--- src/rtl/banyan_pkg.sv ---
package banyan_pkg;

  // Perfect shuffle: rotate a position index left by one bit.
  function automatic int unsigned shuffle_pos(input int unsigned pos, input int unsigned bits);
    int unsigned span;
    span = (32'd1 << bits) - 32'd1;
    return ((pos << 1) | (pos >> (bits - 1))) & span;
  endfunction

endpackage

--- src/rtl/banyan_elem.sv ---
module banyan_elem #(
  parameter int LW  = 3,
  parameter int DW  = 16,
  parameter int SEL = 2
) (
  input  logic                a_v,
  input  logic [LW-1:0]       a_dst,
  input  logic [LW-1:0]       a_src,
  input  logic [DW-1:0]       a_dat,
  input  logic                b_v,
  input  logic [LW-1:0]       b_dst,
  input  logic [LW-1:0]       b_src,
  input  logic [DW-1:0]       b_dat,
  output logic [1:0]          o_v,
  output logic [1:0][LW-1:0]  o_dst,
  output logic [1:0][LW-1:0]  o_src,
  output logic [1:0][DW-1:0]  o_dat,
  output logic                drop
);

  logic a_bit, b_bit, clash;

  assign a_bit = a_dst[SEL];
  assign b_bit = b_dst[SEL];
  assign clash = a_v && b_v && (a_bit == b_bit);
  assign drop  = clash;

  always_comb begin
    o_v   = '0;
    o_dst = '0;
    o_src = '0;
    o_dat = '0;
    if (b_v && !clash) begin
      o_v[b_bit]   = 1'b1;
      o_dst[b_bit] = b_dst;
      o_src[b_bit] = b_src;
      o_dat[b_bit] = b_dat;
    end
    if (a_v) begin
      o_v[a_bit]   = 1'b1;
      o_dst[a_bit] = a_dst;
      o_src[a_bit] = a_src;
      o_dat[a_bit] = a_dat;
    end
  end

  // on a clash the upper cell owns the contested output
  always_comb begin
    if (clash) begin
      assert_upper_wins_R4: assert (o_src[a_bit] == a_src && o_dat[a_bit] == a_dat);
    end
  end

endmodule

--- src/rtl/banyan_stage.sv ---
module banyan_stage
  import banyan_pkg::*;
#(
  parameter int N     = 8,
  parameter int LW    = 3,
  parameter int DW    = 16,
  parameter int STAGE = 0
) (
  input  logic                   clk,
  input  logic                   rst_n,
  input  logic [N-1:0]           in_v,
  input  logic [N-1:0][LW-1:0]   in_dst,
  input  logic [N-1:0][LW-1:0]   in_src,
  input  logic [N-1:0][DW-1:0]   in_dat,
  input  logic [N-1:0]           in_mask,
  output logic [N-1:0]           out_v,
  output logic [N-1:0][LW-1:0]   out_dst,
  output logic [N-1:0][LW-1:0]   out_src,
  output logic [N-1:0][DW-1:0]   out_dat,
  output logic [N-1:0]           out_mask
);

  localparam int HALF = N / 2;
  localparam int SEL  = LW - 1 - STAGE;

  logic [N-1:0]          sh_v;
  logic [N-1:0][LW-1:0]  sh_dst, sh_src;
  logic [N-1:0][DW-1:0]  sh_dat;

  logic [N-1:0]          nx_v;
  logic [N-1:0][LW-1:0]  nx_dst, nx_src;
  logic [N-1:0][DW-1:0]  nx_dat;
  logic [HALF-1:0]       drop;
  logic [N-1:0]          nx_mask;

  for (genvar p = 0; p < N; p++) begin : g_shuffle
    localparam int Q = int'(shuffle_pos(p, LW));
    assign sh_v[Q]   = in_v[p];
    assign sh_dst[Q] = in_dst[p];
    assign sh_src[Q] = in_src[p];
    assign sh_dat[Q] = in_dat[p];
  end

  for (genvar j = 0; j < HALF; j++) begin : g_elem
    banyan_elem #(.LW(LW), .DW(DW), .SEL(SEL)) u_elem (
      .a_v   (sh_v[2*j]),
      .a_dst (sh_dst[2*j]),
      .a_src (sh_src[2*j]),
      .a_dat (sh_dat[2*j]),
      .b_v   (sh_v[2*j+1]),
      .b_dst (sh_dst[2*j+1]),
      .b_src (sh_src[2*j+1]),
      .b_dat (sh_dat[2*j+1]),
      .o_v   (nx_v[2*j+1:2*j]),
      .o_dst (nx_dst[2*j+1:2*j]),
      .o_src (nx_src[2*j+1:2*j]),
      .o_dat (nx_dat[2*j+1:2*j]),
      .drop  (drop[j])
    );
  end

  always_comb begin
    nx_mask = in_mask;
    for (int j = 0; j < HALF; j++) begin
      if (drop[j]) nx_mask[sh_src[2*j+1]] = 1'b1;
    end
  end

  always_ff @(posedge clk or negedge rst_n) begin
    if (!rst_n) begin
      out_v    <= '0;
      out_dst  <= '0;
      out_src  <= '0;
      out_dat  <= '0;
      out_mask <= '0;
    end else begin
      out_v    <= nx_v;
      out_dst  <= nx_dst;
      out_src  <= nx_src;
      out_dat  <= nx_dat;
      out_mask <= nx_mask;
    end
  end

  // a registered cell sits on the element side named by its stage bit
  for (genvar p = 0; p < N; p++) begin : g_chk_side
    assert_side_matches_bit_R3: assert property (@(posedge clk) disable iff (!rst_n)
      out_v[p] |-> (out_dst[p][SEL] == ((p % 2) == 1)));
  end

  if (STAGE > 0) begin : g_chk_flow
    // cells plus flags are conserved across this stage
    assert_cells_conserved_R6: assert property (@(posedge clk) disable iff (!rst_n)
      ($countones(out_v) + $countones(out_mask)) ==
      $past($countones(in_v) + $countones(in_mask)));
    // a blocked flag, once raised, travels on to the next stage
    assert_flag_kept_R4: assert property (@(posedge clk) disable iff (!rst_n)
      ((out_mask & $past(in_mask)) == $past(in_mask)));
  end

endmodule

--- src/rtl/banyan_switch.sv ---
module banyan_switch #(
  parameter int N  = 8,
  parameter int DW = 16,
  localparam int LW = $clog2(N)
) (
  input  logic              clk,
  input  logic              rst_n,
  input  logic [N-1:0]      in_valid,
  input  logic [N*LW-1:0]   in_dest,
  input  logic [N*DW-1:0]   in_data,
  output logic [N-1:0]      out_valid,
  output logic [N*DW-1:0]   out_data,
  output logic [N-1:0]      out_blocked
);

  logic [LW:0][N-1:0]          ch_v;
  logic [LW:0][N-1:0][LW-1:0]  ch_dst;
  logic [LW:0][N-1:0][LW-1:0]  ch_src;
  logic [LW:0][N-1:0][DW-1:0]  ch_dat;
  logic [LW:0][N-1:0]          ch_mask;

  assign ch_v[0]    = in_valid;
  assign ch_dst[0]  = in_dest;
  assign ch_dat[0]  = in_data;
  assign ch_mask[0] = '0;

  for (genvar p = 0; p < N; p++) begin : g_src
    assign ch_src[0][p] = LW'(p);
  end

  for (genvar s = 0; s < LW; s++) begin : g_stage
    banyan_stage #(.N(N), .LW(LW), .DW(DW), .STAGE(s)) u_stage (
      .clk      (clk),
      .rst_n    (rst_n),
      .in_v     (ch_v[s]),
      .in_dst   (ch_dst[s]),
      .in_src   (ch_src[s]),
      .in_dat   (ch_dat[s]),
      .in_mask  (ch_mask[s]),
      .out_v    (ch_v[s+1]),
      .out_dst  (ch_dst[s+1]),
      .out_src  (ch_src[s+1]),
      .out_dat  (ch_dat[s+1]),
      .out_mask (ch_mask[s+1])
    );
  end

  assign out_valid   = ch_v[LW];
  assign out_data    = ch_dat[LW];
  assign out_blocked = ch_mask[LW];

  for (genvar p = 0; p < N; p++) begin : g_chk_out
    // a delivered cell leaves on the port named by its destination
    assert_lands_on_dest_R3: assert property (@(posedge clk) disable iff (!rst_n)
      out_valid[p] |-> (ch_dst[LW][p] == LW'(p)));
    // a delivered cell's source is never also flagged as blocked
    assert_not_both_R6: assert property (@(posedge clk) disable iff (!rst_n)
      out_valid[p] |-> !out_blocked[ch_src[LW][p]]);
  end

endmodule

--- config.mk ---
export PLATFORM = sky130hd
export DESIGN_NAME = banyan_switch
export DESIGN_NICKNAME = d
export VERILOG_FILES = /design/src/rtl/banyan_pkg.sv /design/src/rtl/banyan_elem.sv /design/src/rtl/banyan_stage.sv /design/src/rtl/banyan_switch.sv
export SDC_FILE = /design/constraint.sdc
export NUM_CORES = 1
export LEC_CHECK = 0
export ABC_AREA = 1
export BUFFER_PORTS_ARGS = -buffer_cell sky130_fd_sc_hd__buf_2
export CELL_PAD_IN_SITES_DETAIL_PLACEMENT = 0
export CELL_PAD_IN_SITES_GLOBAL_PLACEMENT = 1
export CORE_ASPECT_RATIO = 2
export CORE_MARGIN = 2
export CORE_UTILIZATION = 39
export DETAILED_ROUTE_END_ITERATION = 6
export GPL_ROUTABILITY_DRIVEN = 1
export PLACE_DENSITY = 0.73
export RECOVER_POWER = 25
export SYNTH_ARGS = -nofsm -noshare
export SYNTH_HDL_FRONTEND = slang
export SYNTH_SLANG_ARGS = --single-unit
export TNS_END_PERCENT = 50
--- constraint.sdc ---
create_clock -name clk -period 1.3 [get_ports clk]
set_input_delay 0.26 -clock clk [delete_from_list [all_inputs] [get_ports clk]]
set_output_delay 0.26 -clock clk [all_outputs]
set_load 0.05 [all_outputs]
# Word level (Yosys, flattened, before mapping)
# Index checks and enable logic that the tools add are counted.
# W data, S select, Z words.
[totals]
in_bits = 162
reg_bits = 494
elab_cells = 515
out_inout_bits = 144
[classes]
eq_ne = 12
reduce_logical = 80
n_bitwise = 51
order_cmp = 64
mux = 252
[op_table]
columns = ["cell", "count"]
rows = [
  ["$mux W32", 24],
  ["$and A32 B32 Y32", 12],
  ["$bwmux W32", 12],
  ["$demux W16 S1", 24],
  ["$mux W16", 24],
  ["$mux W6", 23],
  ["$mux W8", 9],
  ["$logic_and A1 B1 Y1", 68],
  ["$or A8 B8 Y8", 8],
  ["$and A6 B6 Y6", 10],
  ["$bwmux W6", 10],
  ["$demux W3 S1", 16],
  ["$lt A1 B2 Y1 const B", 24],
  ["$mux W2", 24],
  ["$mux W3", 16],
  ["$lt A3 B4 Y1 const B", 8],
  ["$mux W1", 32],
  ["$or A2 B2 Y2", 14],
  ["$demux W1 S1", 24],
  ["$demux W1 S3", 8],
  ["$ge A1 B1 Y1 const B", 24],
  ["$ge A3 B1 Y1 const B", 8],
  ["$mux W4", 4],
  ["$eq A1 B1 Y1", 12],
  ["other kinds (8)", 21],
]

# Longest topological paths before layout
# Gate-level depths: netlist of the first run.
[depth]
ltp_word = 12
depth_mapped = 8
depth_no_buf = 7

# By module
# Synthesis of the first run repeated with hierarchy kept, for this count alone.
[unflattened]
cells_unflattened = 3657
hier_area_um2 = 28730.1
[modules_own_cells]
columns = ["mod", "n_inst", "seq_area_each_um2", "area_per_inst_um2", "cells_each"]
rows = [
  ["banyan_elem (g_stage[0].u_stage.g_elem[0].u_elem ...)", 9, 0.0, 1083.5, 231],
  ["banyan_stage (g_stage[0].u_stage)", 1, 4804.6, 5241.3, 296],
  ["banyan_stage (g_stage[1].u_stage)", 1, 4804.6, 5237.5, 295],
  ["banyan_stage (g_stage[2].u_stage)", 1, 4804.6, 5207.5, 292],
  ["banyan_elem (g_stage[0].u_stage.g_elem[1].u_elem ...)", 3, 0.0, 1094.8, 231],
  ["banyan_switch", 1, 0.0, 7.5, 2],
]

# Worst setup path after synthesis of the first run
# OpenSTA, ideal clock, no wires.
[synth_path]
path_kind = "reg-to-reg"
startpoint = "reg g_stage[1].u_stage.out_dst[21] (netlist name)"
endpoint = "reg g_stage[2].u_stage.out_dat[118] (netlist name)"
t_arrival_ps = 1106
setup_time_ps = 132
synth_period_minus_slack_ps = 1238
setup_slack_ps = 62
path_stages_with_launch = 7
path_buffers = 2
required_time_ps = 1168
path_cell_list = "dfrtp_1 -> buf_2 -> a21oi_4 -> nand2_2 -> nand2_4 -> buf_6 -> o22ai_1"
[synth_rtl]
columns = ["item", "line_no", "rtl"]
rows = [
  ["start, declared", "banyan_stage.sv:17", "output logic [N-1:0][LW-1:0] out_dst,"],
  ["start signal, assigned", "banyan_stage.sv:78", "out_dst <= nx_dst;"],
  ["end signal, assigned", "banyan_stage.sv:80", "out_dat <= nx_dat;"],
  ["end, declared", "banyan_stage.sv:19", "output logic [N-1:0][DW-1:0] out_dat,"],
]

# Worst setup path after layout of the first run
[layout_path]
startpoint = "reg g_stage[2].u_stage.out_mask[2]"
endpoint = "out out_blocked[2]"
[layout_rtl]
columns = ["item", "line_no", "rtl"]
rows = [
  ["start, declared", "banyan_stage.sv:20", "output logic [N-1:0] out_mask"],
  ["start signal, assigned", "banyan_stage.sv:81", "out_mask <= nx_mask;"],
  ["end, declared", "banyan_switch.sv:13", "output logic [N-1:0] out_blocked"],
]
# No word-level cell between the ends.

==> results of run 1 <==
[per-stage QoR]
stage	power, mW	instance area, µm²	util, %
detailed placement	21.16	22320	44.06
finish	34.96	26050	51.43
global placement	21.12	22320	44.06
CTS	35.03	25820	50.97
floorplan	18.96	19920	-
global route	36.26	26050	51.43
[power by group]
part	internal (mW)	switching (mW)	total, mW	leakage (nW)
Sequential	15.4	0.625	16.1	6.29
Clock	7.69	5.56	13.3	0.717
Combinational	2.13	3.51	5.64	5.35
[cell usage after synthesis, types with 6 or more instances]
cell type / n / area (µm²)
dfrtp_1: 470 / 11760
nand2_1: 393 / 1475
o22ai_1: 269 / 1683
inv_1: 257 / 964.7
nand3_1: 155 / 775.7
buf_4: 145 / 1089
o21ai_0: 126 / 630.6
clkbuf_1: 51 / 191.4
nor2_1: 51 / 191.4
buf_2: 42 / 210.2
o2111ai_1: 36 / 315.3
nand4_1: 20 / 125.1
buf_6: 13 / 146.4
buf_1: 7 / 26.28
nand2_2: 6 / 37.54
[sequential cells by signal, indices dropped and copies added (netlist names)]
register	flops
g_stage.u_stage.out_v	23
g_stage.u_stage.out_dat	384
g_stage.u_stage.out_mask	20
g_stage.u_stage.out_dst	24
g_stage.u_stage.out_src	19
[cell families after synthesis]
group | synth area share, %
other | 0.01883
xor gates and xnor gates | 0.1320
AOI/OAI and AO/OA | 13.75
buffers and inverters | 13.39
and+or+nand+nor | 13.65
DFF | 59.06
[placed cells by master (no fill, tap or decap), types with 4 or more instances in the layout]
cell type | Yosys | final
buf_12 | 0 | 40
buf_2 | 42 | 130
buf_4 | 145 | 97
buf_6 | 13 | 153
bufinv_16 | 0 | 5
clkbuf_1 | 51 | 45
clkbuf_16 | 0 | 47
clkbuf_2 | 0 | 6
clkbuf_8 | 0 | 11
clkinv_2 | 0 | 5
dfrtp_1 | 470 | 465
dfrtp_2 | 0 | 5
dlygate4sd3_1 | 0 | 104
inv_1 | 257 | 253
inv_2 | 4 | 7
nand2_1 | 393 | 382
nand2_2 | 6 | 13
nand2_4 | 4 | 7
nand3_1 | 155 | 155
nand4_1 | 20 | 20
nor2_1 | 51 | 51
nor4_1 | 4 | 4
o2111ai_1 | 36 | 36
o21ai_0 | 126 | 124
o22ai_1 | 269 | 250
o22ai_2 | 2 | 15
o22ai_4 | 0 | 6
[what timing repair did]
item,CTS,global route
cloned,0,4
hold buffers,104,0
setup buffers,0,16
hold endpoints to repair,350,0
setup endpoints to repair,218,275
gates resized for setup,307,49
pin swaps,0,14
[how the worst max path moves through the flow]
stage | from | to | slack [ns] | cells after the start
floorplan | g_stage[1].u_stage.out_dst[21] | g_stage[2].u_stage.out_dat[118] | 0.06 | 6
global placement | in_dest[14] | g_stage[0].u_stage.out_mask[4] | -0.08 | 5
detailed placement | in_dest[14] | g_stage[0].u_stage.out_mask[4] | -0.09 | 5
CTS | g_stage[2].u_stage.out_mask[2] | out_blocked[2] | -0.16 | 1
global route | g_stage[2].u_stage.out_mask[2] | out_blocked[2] | -0.16 | 1
finish | g_stage[2].u_stage.out_mask[2] | out_blocked[2] | -0.12 | 1
[per-layer routing]
| metal | track usage, % | vias up | part of all wire [%] |
|---|---|---|---|
| li1 | - | 7504 | - |
| met4 | 14.81 | 2 | 6.7 |
| met5 | 0 | - | 0.012 |
| met1 | 28.83 | 7927 | 35 |
| met3 | 2.826 | 171 | 4.9 |
| met2 | 47.71 | 667 | 53 |
[layout make-up]
| type | count | area [µm²] | area share, % |
|---|---|---|---|
| Clock buffer | 58 | 1242 | 4.770 |
| Timing Repair Buffer | 578 | 5258 | 20.18 |
| Tap cell | 654 | 818.3 | 3.141 |
| Multi-Input combinational cell | 1084 | 5733 | 22.01 |
| Inverter | 266 | 1006 | 3.862 |
| Sequential cell | 470 | 11770 | 45.17 |
| Clock inverter | 16 | 224.0 | 0.8598 |
==> flow_summary.toml, run 1 <==
[worst_hold_path]
min_path_cells = 3
hp-start = "in_data[103]"
hold_end = "g_stage[0].u_stage.out_dat[87]"
hp-class = "in2reg"

[sta]
rsz0062_at_grt = "yes"
max_slew_margin_pct = 52.35
layout_worst_path_cycle_share_pct = 109.3
fmax_mhz = 703.7
min_period_ns = 1.421
hold_ws_ns = 0.01466
final-setup-viol-count = 185
timing.final.ws_setup_ns = -0.1210
slew_violations = 0
tns_ns = -8.595
finClkSkew_ns = 0.02305
worst_pin_slew_ns = 0.7147
hold_viol_final = 0

[final_layout]
syn_to_final_growth_pct = 30.81
n_fill_cell = 4649
fin_nets = 2603
final_cell_count_no_fill = 3126
layout-drive-gt1-share_pct = 23.10
diodes = 0

[global_route]
grt_max_degree = 54
antenna_found_initial = 1
grt_pass1_vias = 16272
grt_usage_pct = 26.00
grt_pass1_wl_um = 101200
grt_overflow = 0

[clocking]
cts_buffers = 41
root_buffer = "clkbuf_16"
clkLatencyLatePin_ns = 0.56
cts.clk_slew.worst_paths_ns = 0.07
cts_buffer_depth = 3
htree_levels = 2
clock-sinks = 470
cts_tree = "done"

[setup_path]
cp.arrival_ns = 1.16
critical_path.top_delay_family = "flip-flops"
crit_type = "reg2out"
r2r_end = "g_stage[1].u_stage.out_dat[77]"
cp.required_ns = 1.04
cpPeakStageDelay_ns = 0.43
rrSetupSlack_ns = -0.05
end_kind = "output port"
startpoint_type = "flip-flop"
cp_cell_sequence = "buf_6"
slowest_stage = "dfrtp_1"
reg2reg_depth = 6
cp_max_fo = 1
critical_path_buf_inv_count = 1
worstReg2RegStart = "g_stage[0].u_stage.out_dst[7]"

[placed_design]
hpwl_um = 52250
place.gp.congestion = 0.9423
dp_slack_ns = -0.09033
dp.cells = 2930
port_buffers = 305

[floorplan]
num_rows = 117
io_pins = 306
die_w_um = 163.8
fp.coreArea_mm2 = 0.05065
die_h_um = 323.6
design.die.area_mm2 = 0.05300
initial_utilization_pct = 39.32

[synth]
yosysWarnings = 0
ys_types = 29
synthCells = 2077
synthArstFlopShare_pct = 100.0
ys_seq_area_share_pct = 59.06
synth_ff_type = "dfrtp_1"
syn-mean-instance-area_um2 = 9.588
ys_ff_latch = 470
synth_edf_count = 0
syn_area_mm2 = 0.01991

[detailed_routing]
via_per_inst = 5.205
drc_errors = 0
dr.pass1.iters = 5
wire_per_inst_um = 22.24
route.vias.total = 16271
drt_iter0_drc = 1254
drtAntennaViolNets = 0
drt_wl_total_um = 69530

[run_status]
status = "finished, violations left"
failed_checks = "negative setup slack"

[power]
p_per_area_mw_per_mm2 = 1342
peakVddDrop_mv = 1.057
leakagePower_nw = 12.36

[job]
drv_cap = 0
Power figures use the tool's default switching activity.
==> inputs of run 2 (changes only) <==
Settings changed: GPL_TIMING_DRIVEN set to 0, SETUP_SLACK_MARGIN set to 0.3.
==> run 2 against run 1 <==
Compared with the run above:
- the flow finishes with violations (design-rule violations, negative hold slack, negative setup slack)
- global-route usage rose by 3.6 points
- non-clock buffer count up 208
- via count rose by 8.1%
- count of clock-buffer cells in the layout shrank 5
- clock power about the same
- wire length is 13% higher
- sequential cell count unchanged
- sequential power about the same
- register-to-register slack worse by 0.16 ns
- fmax shrank 5.7%
- final cell count rose by 6.9%
- critical path type is now reg2reg
- largest cell class unchanged
==> flow_summary.toml, run 2 (same netlist as run 1, synthesis figures left out) <==
[run_status]
status = "finished, violations left"
failed_checks = "design-rule violations, negative hold slack, negative setup slack"

[sta]
max_slew_margin_pct = 33.06
min_period_ns = 1.506
rsz0062_at_grt = "yes"
slew_violations = 0
fmax_mhz = 663.8
timing.final.ws_setup_ns = -0.2065
layout_worst_path_cycle_share_pct = 115.9
hold_ws_ns = -0.3786
worst_pin_slew_ns = 1.004
hold_viol_final = 58
finClkSkew_ns = 0.02665
final-setup-viol-count = 372

[floorplan]
num_rows = 117
fp.coreArea_mm2 = 0.05065
die_w_um = 163.8
io_pins = 306
initial_utilization_pct = 39.32
design.die.area_mm2 = 0.05300
die_h_um = 323.6

[global_route]
grt_pass1_wl_um = 115000
busiest_layer = "met2"
grtUsageMet2_pct = 53.56
grtUsageMet1_pct = 30.81
grt_usage_pct = 29.57
grt_pass1_vias = 18468
grt_max_degree = 122
antenna_found_initial = 2
grt_overflow = 0
use_met3_pct = 3.197

[final_layout]
final_cell_mix = "455 x dfrtp_1, 357 x nand2_1, 245 x inv_1"
layout-drive-gt1-share_pct = 38.36
regMostFlops = "g_stage.u_stage.out_dat"
layout_commonest_cell = "dfrtp_1"
reg_top3 = "g_stage.u_stage.out_dat x384, g_stage.u_stage.out_dst x24, g_stage.u_stage.out_v x23"
fin_nets = 2815
syn_to_final_growth_pct = 58.09
largest_reg_flops = 384

[clocking]
holdBufCountCts = 110
clkLatencyLatePin_ns = 0.57
cts_buffer_depth = 3
root_buffer = "clkbuf_16"
cts_tree = "done"
htree_levels = 2
cts_buffers = 41
cts.clk_slew.worst_paths_ns = 0.07
clock-sinks = 470

[detailed_routing]
via_per_inst = 5.262
drt_wl_total_um = 78920
drt_iter0_drc = 1248
drtAntennaViolNets = 0
route.vias.total = 17587
wire_per_inst_um = 23.61
drc_errors = 24
dr.pass1.iters = 7

[setup_path]
cp_cell_sequence = "buf_6 > inv_8 > a21oi_4 > nand2_4 > nand2_8 > buf_12 > buf_12 > o22ai_2"
end_kind = "flip-flop"
slowest_stage = "dfrtp_1"
critical_path_buf_inv_count = 4
worstReg2RegStart = "g_stage[1].u_stage.out_dst[12]"
critical_path.top_delay_family = "buffers and inverters"
r2r_end = "g_stage[2].u_stage.out_dat[2]"
cp.arrival_ns = 1.94
rrSetupSlack_ns = -0.21
crit_type = "reg2reg"
reg2reg_depth = 8
cpPeakStageDelay_ns = 0.43
startpoint_type = "flip-flop"
path_common_cell = "buf_12"
cp.required_ns = 1.73
cp_max_fo = 5

[power]
peakVddDrop_mv = 0.8482
clkPwrFrac_pct = 34.4
pwr-share-comb_pct = 23.1
p_int_mw = 26.47
power_frac_seq_pct = 42.5
leakagePower_nw = 14.02
p_sw_share_pct = 29.74
switchingPower_mw = 11.20
p_per_area_mw_per_mm2 = 1197

[placed_design]
place.gp.congestion = 0.9430
dp_slack_ns = -0.3862
hpwl_um = 56520
port_buffers = 303

[job]
drv_cap = 0

[worst_hold_path]
hp-class = "in2async"
[run 2: cell count changes in the layout (fill, tap and decap cells not counted), moves of 44 or more]
cell     previous run  this run
buf_2             130       177
buf_4              97        53
buf_8               1       151
o22ai_1           250        65
o22ai_2            15        89
o22ai_4             6       117
[run 2: metal layers]
metal	part of all wire, %	vias to the layer above
li1	-	7957
met1	33	8607
met2	53	746
met3	4.3	277
met4	9.8	0
met5	0	-
[run 2: worst max path at each step]
stage	start	end	cells after the start	slack, ns
after floorplan	g_stage[1].u_stage.out_dst[18]	g_stage[2].u_stage.out_dat[86]	6	0.10
final	g_stage[1].u_stage.out_dst[12]	g_stage[2].u_stage.out_dat[2]	8	-0.21
after global placement	rst_n	g_stage[0].u_stage.out_dat[69]	1	-8.91
after detailed placement	rst_n	g_stage[0].u_stage.out_dat[70]	3	-0.39
after CTS	g_stage[2].u_stage.out_dat[100]	out_data[100]	2	-0.20
after global routing	g_stage[2].u_stage.out_dat[78]	out_data[78]	2	-0.22
[run 2: metrics by stage]
step / cell area (µm²) / std cells / util, % / power (mW) / setup TNS [ns]
2_1_floorplan: 20020 / 2078 / - / 19.01 / 0
3_3_place_gp: 22360 / 3035 / 44.14 / 21.06 / -4225.26
3_5_place_dp: 22480 / 3039 / 44.37 / 21.12 / -118.15
4_1_cts: 29800 / 3301 / 58.84 / 36.78 / -38.17
5_1_grt: 31480 / 3339 / 62.14 / 38.88 / -51.30
6_report: 31480 / 3342 / 62.16 / 37.68 / -38.81
[run 2: cell type report]
cell class	instances	area (µm²)
antenna	3	7.507
buffer	258	2576
tap	654	818.3
clock inverter	22	264.0
timing repair buffer	528	5734
inverter	266	1031
clock buffer	53	1142
multi-input combinational	1088	8129
sequential	470	11780
fill	3979	19170
[run 2: what timing repair did]
action | 4_1_cts | 5_1_grt
cloned | 24 | 4
setup buffers | 53 | 34
resized for setup | 922 | 275
pin swaps | 32 | 44
setup endpoints to repair | 586 | 618
hold endpoints to repair | 146 | 58
[run 2: worst reg2reg max path, cell delays in order (launching register included)]
cell,delay [ns]
dfrtp_1,0.43
buf_6,0.17
inv_8,0.04
a21oi_4,0.18
nand2_4,0.10
nand2_8,0.13
buf_12,0.13
buf_12,0.13
o22ai_2,0.07
[run 2: power groups by stage]
| stage | sequential [mW] | clock, mW | combinational [mW] |
|---|---|---|---|
| 6_report | 16.0 | 13.0 | 8.69 |
| 3_5_place_dp | 16.2 | 0 | 4.94 |
| 5_1_grt | 16.1 | 13.7 | 9.09 |
| 4_1_cts | 16.0 | 13.1 | 7.66 |
| 2_1_floorplan | 16.1 | 0 | 2.93 |
| 3_3_place_gp | 16.2 | 0 | 4.88 |
==> inputs of run 3 (changes only) <==
Settings changed: ABC_AREA 1 to unset, CORE_UTILIZATION 39 to 42, CTS_CLUSTER_DIAMETER set to 200, CTS_CLUSTER_SIZE set to 30, PLACE_DENSITY 0.73 to 0.74.
==> run 3 against run 2 <==
Compared with the run above:
- the run ends with negative hold slack, negative setup slack left
- fmax shrank 1.5%
- critical path depth shrank 6
- die area is 14% lower
- global-route usage fell by 4.5 points
- area after synthesis down 7.7%
- sequential power is essentially flat
- final cell count down 29%
- clock power shrank 47%
- setup slack lost 0.023 ns
- power is 25% lower
- critical endpoint is now out_data[86]
- largest power group unchanged
==> flow_summary.toml, run 3 <==
[synth]
synth_top_area_share_pct = 63.96
syn_area_mm2 = 0.01839
synth_edf_count = 0
syn-mean-instance-area_um2 = 14.36
ys_ff_latch = 470
synthCells = 1281
synthArstFlopShare_pct = 100.0
synth_area_leader_cell = "dfrtp_1"
synth.top_cells.by_area = "dfrtp_1 64%, a22o_1 20%, buf_4 6.6%, buf_6 1.5%, nor2_8 1.4%"
synth_ff_type = "dfrtp_1"
synth_common_cells = "470 x dfrtp_1, 412 x a22o_1, 162 x buf_4, 34 x nand2b_1"
yosysWarnings = 0
ys_seq_area_share_pct = 63.96
synth.most_common_cell = "dfrtp_1"
ys_types = 30

[power]
switchingPower_mw = 7.681
p_sw_share_pct = 27.07
pwr-share-comb_pct = 19.4
p_per_area_mw_per_mm2 = 1082
leakagePower_nw = 12.80
peakVddDrop_mv = 0.7139
power.total_mw = 28.37
clkPwrFrac_pct = 24.3
p_int_mw = 20.69
power_frac_seq_pct = 56.3

[clocking]
clkLatencyLatePin_ns = 0.54
cts_buffers = 19
clock-sinks = 470
cts_tree = "done"
root_buffer = "clkbuf_16"
cts.clk_slew.worst_paths_ns = 0.12
holdBufCountCts = 135
htree_levels = 1
cts_buffer_depth = 3

[setup_path]
cp_cell_sequence = "buf_6 > buf_8"
critical_path.top_delay_family = "flip-flops"
critical_path_buf_inv_count = 2
cp.required_ns = 1.04
cpPeakStageDelay_ns = 0.44
startpoint_type = "flip-flop"
end_kind = "output port"
cp_max_fo = 1
crit_type = "reg2out"
cp.arrival_ns = 1.27
slowest_stage = "dfrtp_1"

[global_route]
grt_usage_pct = 25.04
grt_pass1_vias = 13591
grt_max_degree = 100
grt_overflow = 0
grt_pass1_wl_um = 84500
antenna_found_initial = 1

[detailed_routing]
dr.pass1.iters = 5
route.vias.total = 12852
drtAntennaViolNets = 0
drc_errors = 0
drt_iter0_drc = 801
via_per_inst = 5.405
wire_per_inst_um = 24.91
drt_wl_total_um = 59230

[sta]
final-setup-viol-count = 166
slew_violations = 0
layout_worst_path_cycle_share_pct = 117.6
fmax_mhz = 654.0
min_period_ns = 1.529
hold_viol_final = 97
rsz0062_at_grt = "yes"
worst_pin_slew_ns = 0.8322
hold_ws_ns = -0.3712
finClkSkew_ns = 0.02156
max_slew_margin_pct = 44.52
timing.final.ws_setup_ns = -0.2291

[floorplan]
io_pins = 306
die_w_um = 152.0
num_rows = 108
initial_utilization_pct = 42.53
fp.coreArea_mm2 = 0.04324
design.die.area_mm2 = 0.04557
die_h_um = 299.9

[final_layout]
regMostFlops = "g_stage.u_stage.out_dat"
layout_commonest_cell = "dfrtp_1"
fin_nets = 1989
largest_reg_flops = 384
final_cell_mix = "458 x dfrtp_1, 388 x a22o_1, 196 x buf_6"
layout-drive-gt1-share_pct = 40.47
multi_input_area_mm2 = 0.005592
postLayoutCellArea_mm2 = 0.02623
n_fill_cell = 3305
syn_to_final_growth_pct = 42.65
seqCellArea_mm2 = 0.01178
reg_top3 = "g_stage.u_stage.out_dat x384, g_stage.u_stage.out_dst x24, g_stage.u_stage.out_v x23"

[placed_design]
hpwl_um = 43350
place_area_mm2 = 0.02087
port_buffers = 305
place.gp.congestion = 1.025

[run_status]
status = "finished, violations left"
failed_checks = "negative hold slack, negative setup slack"

[job]
drv_cap = 0

[worst_hold_path]
hp-class = "in2async"
[run 3: worst paths after layout]
kind / start / end / slack, ns / cells after the start
setup / recovery: g_stage[2].u_stage.out_dat[86] / out_data[86] / -0.23 / 2
hold / removal: rst_n / g_stage[2].u_stage.out_dat[50] / -0.37 / 1
setup reg to reg: g_stage[1].u_stage.out_dst[18] / g_stage[2].u_stage.out_mask[1] / -0.15 / 4
hold reg to reg: g_stage[0].u_stage.out_mask[4] / g_stage[1].u_stage.out_mask[4] / 0.46 / 1
max in group asynchronous: rst_n / g_stage[1].u_stage.out_dst[3] / 0.30 / 2
min in group clk: in_valid[7] / g_stage[0].u_stage.out_v[6] / 0 / 3
[run 3: repair_timing]
item,CTS,global route
pin swaps,22,111
hold endpoints to repair,183,97
gates resized for setup,624,122
gates cloned,6,9
buffers inserted,16,50
setup endpoints to repair,706,577
[run 3: per-stage QoR]
step	std cells	hold slack, ns	TNS, ns	worst slack [ns]	utilization (%)
finish	2378	-0.3712	-21.67	-0.2291	60.66
global route	2376	-0.3232	-29.20	-0.2447	60.65
CTS	2317	-0.3494	-26.97	-0.2522	58.39
detailed placement	2140	0.3220	-185.20	-0.6995	48.27
global placement	2137	0.4242	-4125.55	-8.842	48.06
floorplan	1282	-0.03559	0	0.1679	-
[run 3: cell families after synthesis]
kind of cell,Yosys count,share of synthesized area [%]
DFF,470,63.96
AOI/OAI and AO/OA,426,20.14
buffers and inverters,214,8.818
and+or+nand+nor,158,6.491
xor gates and xnor gates,12,0.5715
other,1,0.02039
[run 3: layer usage]
layer | GRT usage [%] | vias up | part of all wire, %
li1 | - | 5686 | -
met1 | 26.75 | 6543 | 34
met2 | 47.44 | 479 | 55
met3 | 2.047 | 144 | 3.7
met4 | 15.38 | 0 | 7.3
met5 | 0 | - | 0
[run 3: power groups by stage]
stage	Sequential, mW	Clock [mW]	Combinational [mW]
2_1_floorplan	16.1	0	2.33
3_3_place_gp	16.2	0	3.90
3_5_place_dp	16.2	0	3.97
4_1_cts	16.0	7.11	5.01
5_1_grt	16.1	7.61	5.75
6_report	16.0	6.88	5.50
[run 3: layout make-up]
type / count / area share, %
flip-flops and latches: 470 / 44.89
multi-input cells: 598 / 21.32
repair buffers: 524 / 20.41
plain buffers: 212 / 8.853
well taps: 550 / 2.623
clock buffers: 19 / 1.813
clock inverters: 1 / 0.04293
inverters: 2 / 0.02862
diodes: 2 / 0.01908
